`src/rtl/tws_pkg.sv`:
```
// Shared constants and types for the two-wire command slave.
// Assumes 8-bit bus bytes; opcode values are fixed by the command protocol.
package tws_pkg;
    localparam logic [7:0] OP_MEM       = 8'h17;
    localparam logic [7:0] OP_CFG       = 8'hAC;
    localparam logic [7:0] OP_TEMP      = 8'hAA;
    localparam logic [7:0] OP_CONV_GO   = 8'hEE;
    localparam logic [7:0] OP_CONV_HALT = 8'h22;

    typedef enum logic [1:0] {
        SRC_MEM  = 2'd0,
        SRC_CFG  = 2'd1,
        SRC_TEMP = 2'd2,
        SRC_NONE = 2'd3
    } rd_src_e;

    typedef enum logic [2:0] {
        B_IDLE,
        B_ADDR,
        B_RX,
        B_ACK,
        B_TX,
        B_MACK
    } bit_state_e;
endpackage

```
`src/rtl/tws_line_sync.sv`:
```
// Synchronizes the bus lines into the system clock and flags edges and
// framing conditions. Assumes STAGES >= 2; idle bus lines read as 1.
module tws_line_sync #(
    parameter int STAGES = 2
) (
    input  logic clk,
    input  logic rst_n,
    input  logic scl_i,
    input  logic sda_i,
    output logic scl_lvl,
    output logic sda_lvl,
    output logic scl_rise,
    output logic scl_fall,
    output logic start_ev,
    output logic stop_ev
);
    localparam int TOP = STAGES - 1;

    logic [TOP:0] scl_pipe, sda_pipe;
    logic         scl_q, sda_q;

    // Shift the raw lines through the synchronizer and keep one prior sample.
    always_ff @(posedge clk) begin
        if (!rst_n) begin
            scl_pipe <= '1;
            sda_pipe <= '1;
            scl_q    <= 1'b1;
            sda_q    <= 1'b1;
        end else begin
            scl_pipe <= {scl_pipe[TOP-1:0], scl_i};
            sda_pipe <= {sda_pipe[TOP-1:0], sda_i};
            scl_q    <= scl_pipe[TOP];
            sda_q    <= sda_pipe[TOP];
        end
    end

    assign scl_lvl  = scl_pipe[TOP];
    assign sda_lvl  = sda_pipe[TOP];
    assign scl_rise = scl_lvl & ~scl_q;
    assign scl_fall = ~scl_lvl & scl_q;
    assign start_ev = scl_lvl & scl_q & sda_q & ~sda_lvl;
    assign stop_ev  = scl_lvl & scl_q & ~sda_q & sda_lvl;
endmodule

```
`src/rtl/tws_bit_engine.sv`:
```
// Bit and byte framing: address match, acknowledge generation, byte receive
// and byte transmit with master-acknowledge handling. Framing conditions take
// priority over data edges. Assumes events from tws_line_sync.
module tws_bit_engine
    import tws_pkg::*;
#(
    parameter logic [3:0] DEV_CODE = 4'b1001
) (
    input  logic       clk,
    input  logic       rst_n,
    input  logic       sda_lvl,
    input  logic       scl_rise,
    input  logic       scl_fall,
    input  logic       start_ev,
    input  logic       stop_ev,
    input  logic [2:0] dev_sel,
    input  logic       nv_busy,
    input  logic [7:0] tx_byte,
    output logic       sda_oe,
    output logic       hit_stb,
    output logic       hit_rw,
    output logic       rx_stb,
    output logic [7:0] rx_byte,
    output logic       tx_load
);
    bit_state_e state;
    logic [2:0] bitcnt;
    logic [7:0] shreg;
    logic       full_q, ack_q, mack_ok;
    logic [7:0] incoming;

    assign incoming = {shreg[6:0], sda_lvl};

    // Main framing state machine; one register set, pulses default low.
    always_ff @(posedge clk) begin
        if (!rst_n) begin
            state   <= B_IDLE;
            bitcnt  <= '0;
            shreg   <= '0;
            full_q  <= 1'b0;
            ack_q   <= 1'b0;
            mack_ok <= 1'b0;
            sda_oe  <= 1'b0;
            hit_stb <= 1'b0;
            hit_rw  <= 1'b0;
            rx_stb  <= 1'b0;
            rx_byte <= '0;
            tx_load <= 1'b0;
        end else begin
            hit_stb <= 1'b0;
            rx_stb  <= 1'b0;
            tx_load <= 1'b0;
            if (start_ev) begin
                state  <= B_ADDR;
                bitcnt <= '0;
                full_q <= 1'b0;
                sda_oe <= 1'b0;
            end else if (stop_ev) begin
                state  <= B_IDLE;
                full_q <= 1'b0;
                sda_oe <= 1'b0;
            end else begin
                unique case (state)
                    B_ADDR, B_RX: begin
                        if (scl_rise) begin
                            shreg  <= incoming;
                            bitcnt <= bitcnt + 3'd1;
                            if (bitcnt == 3'd7) begin
                                full_q <= 1'b1;
                                if (state == B_ADDR) begin
                                    ack_q <= (incoming[7:4] == DEV_CODE) &&
                                             (incoming[3:1] == dev_sel) && !nv_busy;
                                    if ((incoming[7:4] == DEV_CODE) &&
                                        (incoming[3:1] == dev_sel) && !nv_busy) begin
                                        hit_stb <= 1'b1;
                                        hit_rw  <= incoming[0];
                                    end
                                end else begin
                                    ack_q   <= 1'b1;
                                    rx_stb  <= 1'b1;
                                    rx_byte <= incoming;
                                end
                            end
                        end else if (scl_fall && full_q) begin
                            full_q <= 1'b0;
                            if (ack_q) begin
                                sda_oe <= 1'b1;
                                state  <= B_ACK;
                            end else begin
                                state  <= B_IDLE;
                            end
                        end
                    end
                    B_ACK: begin
                        if (scl_fall) begin
                            bitcnt <= '0;
                            if (hit_rw) begin
                                state   <= B_TX;
                                shreg   <= tx_byte;
                                sda_oe  <= ~tx_byte[7];
                                tx_load <= 1'b1;
                            end else begin
                                state  <= B_RX;
                                sda_oe <= 1'b0;
                            end
                        end
                    end
                    B_TX: begin
                        if (scl_fall) begin
                            if (bitcnt == 3'd7) begin
                                sda_oe <= 1'b0;
                                state  <= B_MACK;
                            end else begin
                                shreg  <= {shreg[6:0], 1'b0};
                                sda_oe <= ~shreg[6];
                                bitcnt <= bitcnt + 3'd1;
                            end
                        end
                    end
                    B_MACK: begin
                        if (scl_rise) begin
                            mack_ok <= ~sda_lvl;
                        end else if (scl_fall) begin
                            bitcnt <= '0;
                            if (mack_ok) begin
                                state   <= B_TX;
                                shreg   <= tx_byte;
                                sda_oe  <= ~tx_byte[7];
                                tx_load <= 1'b1;
                            end else begin
                                state <= B_IDLE;
                            end
                        end
                    end
                    default: ;
                endcase
            end
        end
    end
endmodule

```
`src/rtl/tws_cmd_unit.sv`:
```
// Command layer: decodes the first write byte as an opcode, keeps the memory
// pointer and temperature byte index, issues write strobes and conversion
// pulses, and turns framing into commit or abort of staged writes.
// Assumes the bit engine's hit/rx/tx_load pulses are one cycle wide.
module tws_cmd_unit
    import tws_pkg::*;
#(
    parameter int ADDR_W = 8,
    parameter int PAGE_W = 3
) (
    input  logic              clk,
    input  logic              rst_n,
    input  logic              start_ev,
    input  logic              stop_ev,
    input  logic              hit_stb,
    input  logic              hit_rw,
    input  logic              rx_stb,
    input  logic [7:0]        rx_byte,
    input  logic              tx_load,
    output logic [1:0]        rd_src,
    output logic [ADDR_W-1:0] rd_addr,
    output logic              wr_stb,
    output logic              wr_cfg,
    output logic [ADDR_W-1:0] wr_addr,
    output logic [7:0]        wr_data,
    output logic              commit_stb,
    output logic              abort_stb,
    output logic              conv_start,
    output logic              conv_stop
);
    logic [7:0]        opcode;
    logic [1:0]        widx;
    logic [ADDR_W-1:0] ptr;
    logic              tidx;
    logic              pend;

    // Opcode, pointer and strobe sequencing.
    always_ff @(posedge clk) begin
        if (!rst_n) begin
            opcode     <= '0;
            widx       <= '0;
            ptr        <= '0;
            tidx       <= 1'b0;
            pend       <= 1'b0;
            wr_stb     <= 1'b0;
            wr_cfg     <= 1'b0;
            wr_addr    <= '0;
            wr_data    <= '0;
            commit_stb <= 1'b0;
            abort_stb  <= 1'b0;
            conv_start <= 1'b0;
            conv_stop  <= 1'b0;
        end else begin
            wr_stb     <= 1'b0;
            commit_stb <= 1'b0;
            abort_stb  <= 1'b0;
            conv_start <= 1'b0;
            conv_stop  <= 1'b0;
            if (start_ev) begin
                abort_stb <= pend;
                pend      <= 1'b0;
            end else if (stop_ev) begin
                commit_stb <= pend;
                pend       <= 1'b0;
            end
            if (hit_stb && !hit_rw) widx <= '0;
            if (rx_stb) begin
                if (widx != 2'd2) widx <= widx + 2'd1;
                if (widx == 2'd0) begin
                    opcode     <= rx_byte;
                    tidx       <= 1'b0;
                    conv_start <= (rx_byte == OP_CONV_GO);
                    conv_stop  <= (rx_byte == OP_CONV_HALT);
                end else if (opcode == OP_MEM) begin
                    if (widx == 2'd1) begin
                        ptr <= ADDR_W'(rx_byte);
                    end else begin
                        wr_stb  <= 1'b1;
                        wr_cfg  <= 1'b0;
                        wr_addr <= ptr;
                        wr_data <= rx_byte;
                        ptr     <= {ptr[ADDR_W-1:PAGE_W], ptr[PAGE_W-1:0] + PAGE_W'(1)};
                        pend    <= 1'b1;
                    end
                end else if (opcode == OP_CFG) begin
                    wr_stb  <= 1'b1;
                    wr_cfg  <= 1'b1;
                    wr_addr <= '0;
                    wr_data <= rx_byte;
                    pend    <= 1'b1;
                end
            end
            if (tx_load) begin
                if (opcode == OP_MEM)  ptr  <= ptr + ADDR_W'(1);
                if (opcode == OP_TEMP) tidx <= ~tidx;
            end
        end
    end

    // Read source and index presented to the back end.
    always_comb begin
        rd_src  = SRC_NONE;
        rd_addr = '0;
        if (opcode == OP_MEM) begin
            rd_src  = SRC_MEM;
            rd_addr = ptr;
        end else if (opcode == OP_CFG) begin
            rd_src  = SRC_CFG;
        end else if (opcode == OP_TEMP) begin
            rd_src  = SRC_TEMP;
            rd_addr = ADDR_W'(tidx);
        end
    end
endmodule

```
`src/rtl/tw_cmd_slave.sv`:
```
// Top of the two-wire command slave: line synchronizer, bit engine and
// command unit. Assumes the system clock is at least 8x the bus clock and
// that the pad turns sda_oe into an open-drain pull-down.
module tw_cmd_slave #(
    parameter logic [3:0] DEV_CODE    = 4'b1001,
    parameter int         ADDR_W      = 8,
    parameter int         PAGE_W      = 3,
    parameter int         SYNC_STAGES = 2
) (
    input  logic              clk,
    input  logic              rst_n,
    input  logic              scl_i,
    input  logic              sda_i,
    output logic              sda_oe,
    input  logic [2:0]        dev_sel,
    input  logic              nv_busy,
    output logic [1:0]        rd_src,
    output logic [ADDR_W-1:0] rd_addr,
    input  logic [7:0]        rd_data,
    output logic              wr_stb,
    output logic              wr_cfg,
    output logic [ADDR_W-1:0] wr_addr,
    output logic [7:0]        wr_data,
    output logic              commit_stb,
    output logic              abort_stb,
    output logic              conv_start,
    output logic              conv_stop
);
    logic       scl_lvl, sda_lvl, scl_rise, scl_fall, start_ev, stop_ev;
    logic       hit_stb, hit_rw, rx_stb, tx_load;
    logic [7:0] rx_byte;

    tws_line_sync #(.STAGES(SYNC_STAGES)) u_sync (
        .clk(clk), .rst_n(rst_n), .scl_i(scl_i), .sda_i(sda_i),
        .scl_lvl(scl_lvl), .sda_lvl(sda_lvl), .scl_rise(scl_rise),
        .scl_fall(scl_fall), .start_ev(start_ev), .stop_ev(stop_ev)
    );

    tws_bit_engine #(.DEV_CODE(DEV_CODE)) u_bits (
        .clk(clk), .rst_n(rst_n), .sda_lvl(sda_lvl), .scl_rise(scl_rise),
        .scl_fall(scl_fall), .start_ev(start_ev), .stop_ev(stop_ev),
        .dev_sel(dev_sel), .nv_busy(nv_busy), .tx_byte(rd_data),
        .sda_oe(sda_oe), .hit_stb(hit_stb), .hit_rw(hit_rw),
        .rx_stb(rx_stb), .rx_byte(rx_byte), .tx_load(tx_load)
    );

    tws_cmd_unit #(.ADDR_W(ADDR_W), .PAGE_W(PAGE_W)) u_cmd (
        .clk(clk), .rst_n(rst_n), .start_ev(start_ev), .stop_ev(stop_ev),
        .hit_stb(hit_stb), .hit_rw(hit_rw), .rx_stb(rx_stb), .rx_byte(rx_byte),
        .tx_load(tx_load), .rd_src(rd_src), .rd_addr(rd_addr),
        .wr_stb(wr_stb), .wr_cfg(wr_cfg), .wr_addr(wr_addr), .wr_data(wr_data),
        .commit_stb(commit_stb), .abort_stb(abort_stb),
        .conv_start(conv_start), .conv_stop(conv_stop)
    );
endmodule

```
`config.mk`:
```
export PLATFORM = sky130hd
export DESIGN_NAME = tw_cmd_slave
export DESIGN_NICKNAME = d
export VERILOG_FILES = /design/src/rtl/tws_pkg.sv /design/src/rtl/tws_line_sync.sv /design/src/rtl/tws_bit_engine.sv /design/src/rtl/tws_cmd_unit.sv /design/src/rtl/tw_cmd_slave.sv
export SDC_FILE = /design/constraint.sdc
export NUM_CORES = 1
export LEC_CHECK = 0
export ABC_AREA = 1
export BUFFER_PORTS_ARGS = -buffer_cell sky130_fd_sc_hd__buf_2
export CAP_MARGIN = 20
export CORE_ASPECT_RATIO = 2
export CORE_MARGIN = 2
export CORE_UTILIZATION = 62
export DETAILED_ROUTE_END_ITERATION = 8
export HOLD_SLACK_MARGIN = 0.1
export PLACE_DENSITY_LB_ADDON = 0.25
export SKIP_CTS_REPAIR_TIMING = 1
export SLEW_MARGIN = 20
export SYNTH_ARGS = -nofsm -noshare
export SYNTH_HDL_FRONTEND = slang
export SYNTH_SLANG_ARGS = --single-unit
```
`constraint.sdc`:
```
create_clock -name clk -period 3.29 [get_ports clk]
set_clock_uncertainty 0.15 [all_clocks]
set_input_delay 0 -clock clk [delete_from_list [all_inputs] [get_ports clk]]
set_output_delay 0 -clock clk [all_outputs]
set_load 0.005 [all_outputs]
```
==> impl_metrics.tcl, run 1 <==
set metrics [dict create \
    p_leak_uw 0.00199 \
    drt_iter0_drc 185 \
    synth_cell_type_count 35 \
    status "completed" \
    cp_cell_sequence "nand2_1, nor3_4, nand2_1, nor2_2, inv_1, nor2_1, nor2_1, nand2_1, inv_1" \
    htree_levels 3 \
    timing.hold.ws_ps 83.7 \
    syn_area_mm2 0.00367 \
    worstHoldStart "dev_sel[1]" \
    crit_start "u_cmd.opcode[1]" \
    utilization 0.756 \
    core-area_mm2 0.00571 \
    worstMarginPinSlew_ps 787 \
    fin_crit_sh 0.640 \
    io_pins 49 \
    nets 616 \
    crit_slowest_cell "dfxtp_1" \
    rows 39 \
    peakVddDrop_mv 0.565 \
    slew_viol_final 0 \
    critPathMaxFanout 11 \
    n_antenna_cell 0 \
    period_needed_ps 2100 \
    cts_root_buffer "clkbuf_16" \
    clkSlewWorstSetupHoldPaths_ps 60 \
    r2r-start "u_cmd.opcode[1]" \
    fin_cells 663 \
    antenna_found_initial 0 \
    critPathArrivalTime_ps 2190 \
    dpl.hpwl_um 6890 \
    clkLatencyLatePin_ps 340 \
    pwr-share-clk 0.438 \
    portBuffers 48 \
    critPathLaunchType "flop" \
    powerDensity_mw_per_mm2 474 \
    seq_power_share 0.476 \
    syn_area_per_cell_um2 6.82 \
    dieHeight_um 113 \
    fin_setup_tns_ps 0 \
    die-area_mm2 0.00659 \
    hold_viol_final 0 \
    initial_core_util 0.643 \
    power.net_switching_uw 511 \
    clock_path_buffers 2 \
    wl_per_cell_um 14.3 \
    crit_path_end_kind "flop" \
    grt_overflow 0 \
    grt_pass1_wl_um 15300 \
    syn-num-nets 557 \
    cts.sinks 77 \
    grt_pass1_vias 3476 \
    seq_area_frac_synth 0.420 \
    required_ps 3380 \
    remaining_drc_errors 0 \
    rsz0062_at_grt "false" \
    switching_share 0.250 \
    gr-usage-all-layers 0.302 \
    finalPower_uw 2040 \
    grt_max_degree 45 \
    cp_common_cell "nand2_1" \
    wirelength_um 9510 \
    cts_tree "yes" \
    final_layout_size_suffix_gt1_frac 0.159 \
    avgViaCountPerCell 5.42 \
    die_x_um 58.4 \
    synthCells 538 \
    via_count 3593 \
    yosysWarnings 0 \
    relSlewSlack 0.475 \
    firstDrtPassIters 5 \
    gp_congestion 0.978 \
    ant_nets 0 \
    comb_power_share 0.086 \
    cpPeakStageDelay_ps 380 \
    p_int_uw 1530 \
    min_path_type "input pin to flop" \
    crit_type "flop to flop" \
    setup_violations 0 \
    numCtsBuffers 9 \
    dp_cells 634 \
    area_growth_pct 17.6 \
    max_freq_mhz 475 \
    synth_seq_cells 77 \
    max_cap_viol_count 0 \
]
[cell usage after synthesis]
cell | count | area (µm²)
clkinv_1 | 2 | 7.51
a21boi_0 | 1 | 7.51
a211oi_1 | 2 | 15.0
nor3_4 | 1 | 16.3
nor3_2 | 1 | 10.0
xnor2_1 | 1 | 8.76
o21a_1 | 1 | 7.51
o22ai_1 | 3 | 18.8
nand4_1 | 5 | 31.3
nand3b_1 | 1 | 7.51
nand3_1 | 38 | 190
inv_1 | 58 | 218
buf_2 | 4 | 20.0
nor2_1 | 92 | 345
nand3_2 | 1 | 10.0
or2_2 | 4 | 25.0
xor2_1 | 4 | 35.0
nand3_4 | 2 | 35.0
o221a_2 | 1 | 11.3
ha_1 | 3 | 37.5
buf_6 | 2 | 22.5
nand2_2 | 6 | 37.5
nand2_4 | 2 | 22.5
clkbuf_1 | 6 | 22.5
o21ai_1 | 3 | 15.0
nand2_1 | 122 | 458
o21ai_2 | 1 | 8.76
nor2_4 | 1 | 11.3
buf_4 | 2 | 15.0
a21oi_1 | 33 | 165
o21ai_0 | 39 | 195
nor2_2 | 8 | 50.1
dfxtp_1 | 77 | 1540
inv_2 | 5 | 18.8
nor3_1 | 6 | 30.0
[final cells by class]
cell class                 count  area (µm²)
fill                         469        1390
tap                           61        76.3
multi-input combinational    382        1810
inverter                      65         244
clock buffer                  11         233
sequential                    77        1540
clock inverter                 5        37.5
timing repair buffer          62         378
[worst paths after layout]
path / depth (start not counted) / end / slack, ps
worst max-delay path: 9 / u_cmd.ptr[1] / 1190
worst min-delay path: 7 / u_bits.ack_q / 80
worst max register to register: 9 / u_cmd.ptr[1] / 1190
worst min register to register: 1 / u_sync.sda_pipe[1] / 260
[layer usage]
metal / share of wire / track usage / up-vias / wire [µm]
li1: - / - / 1833 / -
met1: 0.35 / 0.283 / 1612 / 3350
met2: 0.55 / 0.558 / 108 / 5270
met3: 0.036 / 0.0549 / 40 / 339
met4: 0.058 / 0.206 / 0 / 552
met5: 0 / 0 / - / 0
[registers in the layout, summed over array words and instances (netlist names), 2 cells and up]
| name | cells |
|---|---|
| u_sync.scl_pipe | 2 |
| u_cmd.ptr | 8 |
| u_bits.bitcnt | 3 |
| u_cmd.opcode | 8 |
| u_sync.sda_pipe | 2 |
| u_bits.state | 3 |
| u_bits.shreg | 7 |
| u_cmd.wr_data | 8 |
| u_cmd.widx | 2 |
| u_bits.rx_byte | 8 |
| u_cmd.wr_addr | 8 |
[cells by family (layout without fill, tap and decap cells)]
| group | Yosys count | after routing | synth area share |
|---|---|---|---|
| adder cells (fa/ha/maj) | 3 | 3 | 0.0102 |
| buffers and inverters | 79 | 143 | 0.0883 |
| XOR/XNOR | 5 | 5 | 0.0119 |
| AO/OA/AOI/OAI | 84 | 84 | 0.121 |
| flip-flops | 77 | 77 | 0.420 |
| AND/OR/NAND/NOR | 290 | 290 | 0.349 |
[critical path, delay by kind of cell (launching register included)]
kind,cells,cell delay [ps]
buffers and inverters,2,260
DFF,1,380
and+or+nand+nor,7,1210
[power groups by stage]
stage | combinational [µW] | clock (µW) | sequential, µW
CTS | 161 | 905 | 973
global placement | 155 | 0 | 993
detailed placement | 160 | 0 | 993
floorplan | 126 | 0 | 988
finish | 175 | 895 | 974
global route | 197 | 944 | 976
[per-stage QoR]
| step | setup WS, ps | area [µm²] |
|---|---|---|
| after floorplan | 1700 | 3670 |
| after global placement | 1330 | 3920 |
| after detailed placement | 1220 | 3920 |
| after CTS | 1180 | 4190 |
| after global routing | 964 | 4320 |
| final | 1190 | 4320 |
[cells in the final DEF, fill, tap and decap left out, types with 2 or more instances in the layout]
master / count
inv_2: 5
o21ai_0: 39
clkinvlp_4: 2
nand2_1: 122
dlygate4sd3_1: 13
o22ai_1: 3
clkinv_4: 2
nor2_2: 8
xor2_1: 4
clkinv_1: 2
a211oi_1: 2
clkbuf_1: 2
a21oi_1: 33
clkbuf_16: 9
inv_1: 58
dfxtp_1: 77
nand3_4: 2
nand2_2: 6
ha_1: 3
o21ai_1: 3
nand2_4: 2
buf_2: 48
nand4_1: 5
nand3_1: 38
nor3_1: 6
nor2_1: 92
or2_2: 4
(Power assumes the default switching activity.)
==> inputs of run 2 (changes only) <==
--- a/config.mk
+++ b/config.mk
@@ -10,7 +10,7 @@
 export CAP_MARGIN = 20
 export CORE_ASPECT_RATIO = 2
 export CORE_MARGIN = 2
-export CORE_UTILIZATION = 62
+export CORE_UTILIZATION = 52
 export DETAILED_ROUTE_END_ITERATION = 8
 export HOLD_SLACK_MARGIN = 0.1
 export PLACE_DENSITY_LB_ADDON = 0.25
==> constraint.sdc (replaced) <==
create_clock -name clk -period 1.8 [get_ports clk]
set_clock_uncertainty 0.15 [all_clocks]
set_input_delay 0 -clock clk [delete_from_list [all_inputs] [get_ports clk]]
set_output_delay 0 -clock clk [all_outputs]
set_load 0.005 [all_outputs]
==> run 2 against run 1 <==
Final area up 9.1%. Critical path type is now flop to output port. The flow now finishes with violations (setup timing). First-iteration DRC count fell by 3.2%. Highest routed layer unchanged. Sequential power increased by 83%. Via count is 2.7% higher. Combinational power up 95%. Critical path depth is 3 lower. Wire length grew 3.7%. Sequential cell count did not move.
==> impl_metrics.tcl, run 2 (synthesis results as in run 1) <==
set metrics [dict create \
    status "finished, violations left" \
    violations "setup timing" \
    ant_nets 0 \
    fin_crit_sh 1.00 \
    grt_pass1_wl_um 15200 \
    numCtsBuffers 9 \
    grt_overflow 0 \
    antenna_found_initial 0 \
    rr_endpoint "u_cmd.wr_data[4]" \
    max_freq_mhz 554 \
    whs_path_depth 3 \
    grt_max_degree 38 \
    period_needed_ps 1800 \
    cts.sinks 77 \
    n_antenna_cell 0 \
    finalPower_uw 3950 \
    die-area_mm2 0.00779 \
    r2r_cells 7 \
    worst-path-buf-inv 2 \
    reg2reg_slack_ps 70 \
    worstMarginPinSlew_ps 414 \
    firstDrtPassIters 4 \
    routed.top_layer "met4" \
    powerDensity_mw_per_mm2 840 \
    slew_viol_final 0 \
    p_leak_uw 0.00215 \
    final_layout_size_suffix_gt1_frac 0.226 \
    wl_met2_um 5410 \
    r2r-start "u_cmd.opcode[1]" \
    wirelength_um 9860 \
    peakVddDrop_mv 0.621 \
    dpl_cell_area_mm2 0.00411 \
    dp_cells 683 \
    fin_area_mm2 0.00471 \
    relSlewSlack 0.722 \
    dpl.hpwl_um 7280 \
    min_path_type "input pin to flop" \
    cts_tree "yes" \
    cts_root_buffer "clkbuf_16" \
    die_x_um 63.4 \
    critPathArrivalTime_ps 1650 \
    io_pins 49 \
    htree_levels 3 \
    preCtsSetupSlack_ps 24.7 \
    layout_commonest_cell "nand2_1" \
    met3_length_um 306 \
    gr-usage-all-layers 0.254 \
    remaining_drc_errors 0 \
    path_delay_family "simple AND/OR/NAND/NOR gates" \
    critPathMaxFanout 5 \
    crit_type "flop to output port" \
    fill_cells 626 \
    clock_path_buffers 2 \
    initial_core_util 0.533 \
    nets 641 \
    core-area_mm2 0.00689 \
    gp_congestion 1.02 \
    wl_per_cell_um 13.7 \
    rows 43 \
    portBuffers 48 \
    cp_cell_sequence "nand2_2, nor3_4, nand2_4, buf_6, o22ai_2, buf_2" \
    fin_cells 717 \
    dieHeight_um 123 \
    crit_slowest_cell "dfxtp_2" \
    fin_setup_tns_ps -4.55 \
    crit_path_end_kind "output port" \
    worstHoldStart "sda_i" \
    hold_viol_final 0 \
    via_count 3691 \
    grt_pass1_vias 3438 \
    avgViaCountPerCell 5.15 \
    layout_common_cells "nand2_1, nor2_1, dfxtp_1, inv_1, buf_2" \
    layout_setup_ws_ps -4.55 \
    max_cap_viol_count 0 \
    hold_path_end "u_sync.sda_pipe[0]" \
    wl_met1_um 3480 \
    rsz0062_at_grt "true" \
    cpPeakStageDelay_ps 350 \
    clkSlewWorstSetupHoldPaths_ps 60 \
    drt_iter0_drc 179 \
    clkLatencyLatePin_ps 330 \
    required_ps 1650 \
    critPathLaunchType "flop" \
    area_growth_pct 28.2 \
    setup_violations 1 \
]
## run 2: worst max path at each step
stage	from	cells after the start	end	slack [ps]
2_1_floorplan	u_cmd.opcode[5]	10	u_cmd.wr_data[5]	210
3_3_place_gp	u_cmd.opcode[7]	8	u_cmd.wr_addr[0]	60
3_5_place_dp	u_cmd.opcode[7]	8	u_cmd.wr_addr[7]	20
4_1_cts	u_cmd.opcode[1]	6	rd_addr[0]	-80
5_1_grt	u_cmd.opcode[1]	6	rd_addr[0]	-70
6_report	u_cmd.opcode[1]	6	rd_addr[0]	-5
## run 2: worst min-delay path, cell delays in order
cell and delay [ps]:
dlygate4sd3_1 520, buf_2 90, or2_2 90
## run 2: area by class of cell
| cell class | instances | area [µm²] | area share |
|---|---|---|---|
| clock inverter | 6 | 71.3 | 0.0152 |
| sequential | 77 | 1550 | 0.329 |
| multi-input combinational | 382 | 1890 | 0.402 |
| inverter | 65 | 248 | 0.0526 |
| timing repair inverter | 1 | 5.00 | 0.00106 |
| tap | 90 | 113 | 0.0239 |
| clock buffer | 10 | 239 | 0.0508 |
| timing repair buffer | 86 | 587 | 0.125 |
## run 2: layer usage
layer / vias up / track usage
met5: - / 0
met4: 0 / 0.197
met3: 40 / 0.0330
met2: 104 / 0.484
met1: 1672 / 0.237
li1: 1875 / -
## run 2: where the power goes
group | internal (µW) | switching [µW] | leakage [µW]
registers | 1750 | 35.3 | 0.000626
clock network | 1120 | 710 | 0.000145
logic | 136 | 205 | 0.00137
## run 2: metrics by stage
stage	hold WS (ps)	utilization
after floorplan	-43.4	-
after global placement	37.3	0.597
after detailed placement	38.4	0.597
after CTS	-307	0.642
after global routing	267	0.684
final	246	0.684
==> inputs of run 3 (changes only) <==
--- a/config.mk
+++ b/config.mk
@@ -5,10 +5,8 @@
 export SDC_FILE = /design/constraint.sdc
 export NUM_CORES = 1
 export LEC_CHECK = 0
-export ABC_AREA = 1
 export BUFFER_PORTS_ARGS = -buffer_cell sky130_fd_sc_hd__buf_2
 export CAP_MARGIN = 20
-export CORE_ASPECT_RATIO = 2
 export CORE_MARGIN = 2
 export CORE_UTILIZATION = 52
 export DETAILED_ROUTE_END_ITERATION = 8
==> run 3 against run 2 <==
The run still ends with setup timing left. Non-clock buffer count rose by 45. Die area rose by 1.5%. Fmax fell by 9.1%. Power fell by 13%. Sequential power fell by 4%.
==> impl_metrics.tcl, run 3 <==
set metrics [dict create \
    cpPeakStageDelay_ps 610 \
    status "finished, violations left" \
    yosysTopAreaCell "dfxtp_1" \
    relSlewSlack 0.589 \
    setup_violations 34 \
    ant_nets 0 \
    dp_cells 604 \
    powerDensity_mw_per_mm2 666 \
    worstMarginPinSlew_ps 610 \
    worst-path-buf-inv 0 \
    synth_top_area_frac 0.411 \
    clock_path_buffers 2 \
    core-area_mm2 0.00687 \
    n_antenna_cell 0 \
    grt_max_degree 42 \
    synth_seq_cells 77 \
    required_ps 1910 \
    max_freq_mhz 504 \
    cts_root_buffer "clkbuf_8" \
    critPathMaxFanout 4 \
    slew_viol_final 0 \
    numCtsBuffers 9 \
    peakVddDrop_mv 0.427 \
    seq_area_frac_synth 0.411 \
    synth_cell_type_count 63 \
    grt_pass1_wl_um 15200 \
    min_path_type "flop to flop" \
    syn_area_mm2 0.00375 \
    firstDrtPassIters 5 \
    synth_edf_count 0 \
    crit_slowest_cell "or4b_4" \
    nets 570 \
    drt_iter0_drc 358 \
    grt_overflow 0 \
    dieHeight_um 88.9 \
    violations "setup timing" \
    crit_path_end_kind "flop" \
    critPathLaunchType "flop" \
    crit_type "flop to flop" \
    area_growth_pct 38.3 \
    gp_congestion 0.909 \
    syn-num-nets 454 \
    rsz0062_at_grt "true" \
    htree_levels 3 \
    remaining_drc_errors 0 \
    final_layout_size_suffix_gt1_frac 0.318 \
    initial_core_util 0.546 \
    finalPower_uw 3460 \
    syn_area_per_cell_um2 8.62 \
    die_x_um 88.9 \
    rows 30 \
    layout_setup_ws_ps -186 \
    fill_cells 482 \
    die-area_mm2 0.00791 \
    dpl.hpwl_um 6610 \
    cp_cell_sequence "or4b_4, nor3_4, mux2i_1, a21oi_1, o21a_1" \
    fin_area_mm2 0.00518 \
    clkLatencyLatePin_ps 360 \
    utilization 0.755 \
    synthFlopType "dfxtp_1" \
    cts_tree "yes" \
    hold_viol_final 0 \
    synth_commonest_cells "dfxtp_1, nand2_1, nor2_1" \
    path_delay_family "simple AND/OR/NAND/NOR gates" \
    async_reset_ff_frac 0 \
    wirelength_um 10600 \
    layout_commonest_cell "dfxtp_1" \
    yosysWarnings 0 \
    fin_setup_tns_ps -3290 \
    ys_top_cells_by_area "dfxtp_1, mux2i_1, nand2_1" \
    via_count 3766 \
    io_pins 49 \
    period_needed_ps 1990 \
    critPathArrivalTime_ps 2090 \
    gr-usage-all-layers 0.251 \
    cts.sinks 77 \
    wl_per_cell_um 16.3 \
    synthCells 435 \
    antenna_found_initial 0 \
    p_leak_uw 0.00222 \
    fin_crit_sh 1.10 \
    layout_common_cells "dfxtp_1, buf_4, buf_2, nand2_1, nor2_1" \
    max_cap_viol_count 0 \
    yosysMostFrequentCell "dfxtp_1" \
    dpl_cell_area_mm2 0.00440 \
    clkSlewWorstSetupHoldPaths_ps 80 \
    avgViaCountPerCell 5.78 \
    fin_cells 652 \
    grt_pass1_vias 3307 \
    portBuffers 48 \
]
## run 3: cell types whose count changed in the layout (fill, tap and decap cells not counted), moves of 8 or more
cell | before | now
clkbuf_8 | 1 | 9
a21oi_1 | 33 | 22
inv_2 | 8 | 0
buf_4 | 19 | 54
mux2i_1 | 0 | 22
a22o_1 | 0 | 10
and3_1 | 0 | 16
nand3_1 | 36 | 22
o21ai_0 | 39 | 15
nand2_1 | 120 | 41
nand2b_1 | 0 | 17
nor2_1 | 89 | 35
inv_1 | 55 | 9
## run 3: report_power, final
group / internal (µW) / total, µW / switching, µW
Sequential: 1700 / 1710 / 4.17
Combinational: 80.2 / 159 / 78.3
Clock: 922 / 1590 / 667
## run 3: logic make-up (layout without fill, tap and decap cells)
kind of cell,count (synthesis),count (layout),share of synthesized area
and+or+nand+nor,191,191,0.284
AOI/OAI and AO/OA,97,97,0.173
DFF,77,77,0.411
buffers and inverters,36,157,0.0420
muxes,23,23,0.0617
xor gates and xnor gates,7,7,0.0164
adders and majority gates,4,4,0.0127
## run 3: per-layer routing
metal,routed length [µm],GRT usage,vias up,part of all wire
li1,-,-,1797,-
met1,4560,0.335,1782,0.43
met2,5220,0.406,159,0.49
met3,610,0.0323,28,0.057
met4,229,0.114,0,0.022
met5,0,0,-,0
## run 3: final timing paths
check / start / end / slack (ps) / cells after the start
max: u_cmd.opcode[7] / u_cmd.ptr[1] / -190 / 5
min: u_sync.scl_pipe[0] / u_sync.scl_pipe[1] / 260 / 1
max reg2reg: u_cmd.opcode[7] / u_cmd.ptr[1] / -190 / 5
min reg2reg: u_sync.scl_pipe[0] / u_sync.scl_pipe[1] / 260 / 1
## run 3: layout make-up
| cell class | instances | area (µm²) | share of cell area |
|---|---|---|---|
| multi-input combinational | 322 | 2240 | 0.431 |
| sequential | 77 | 1560 | 0.300 |
| timing repair buffer | 131 | 996 | 0.192 |
| clock buffer | 10 | 128 | 0.0246 |
| tap | 96 | 120 | 0.0232 |
| clock inverter | 6 | 111 | 0.0215 |
| inverter | 10 | 37.5 | 0.00724 |
## run 3: stage by stage
stage | worst slack [ps] | hold slack, ps
3_3_place_gp | -72.1 | 31.6
5_1_grt | -247 | 313
3_5_place_dp | -110 | 34.8
4_1_cts | -172 | -330
2_1_floorplan | -97.3 | -48.5
6_report | -186 | 259
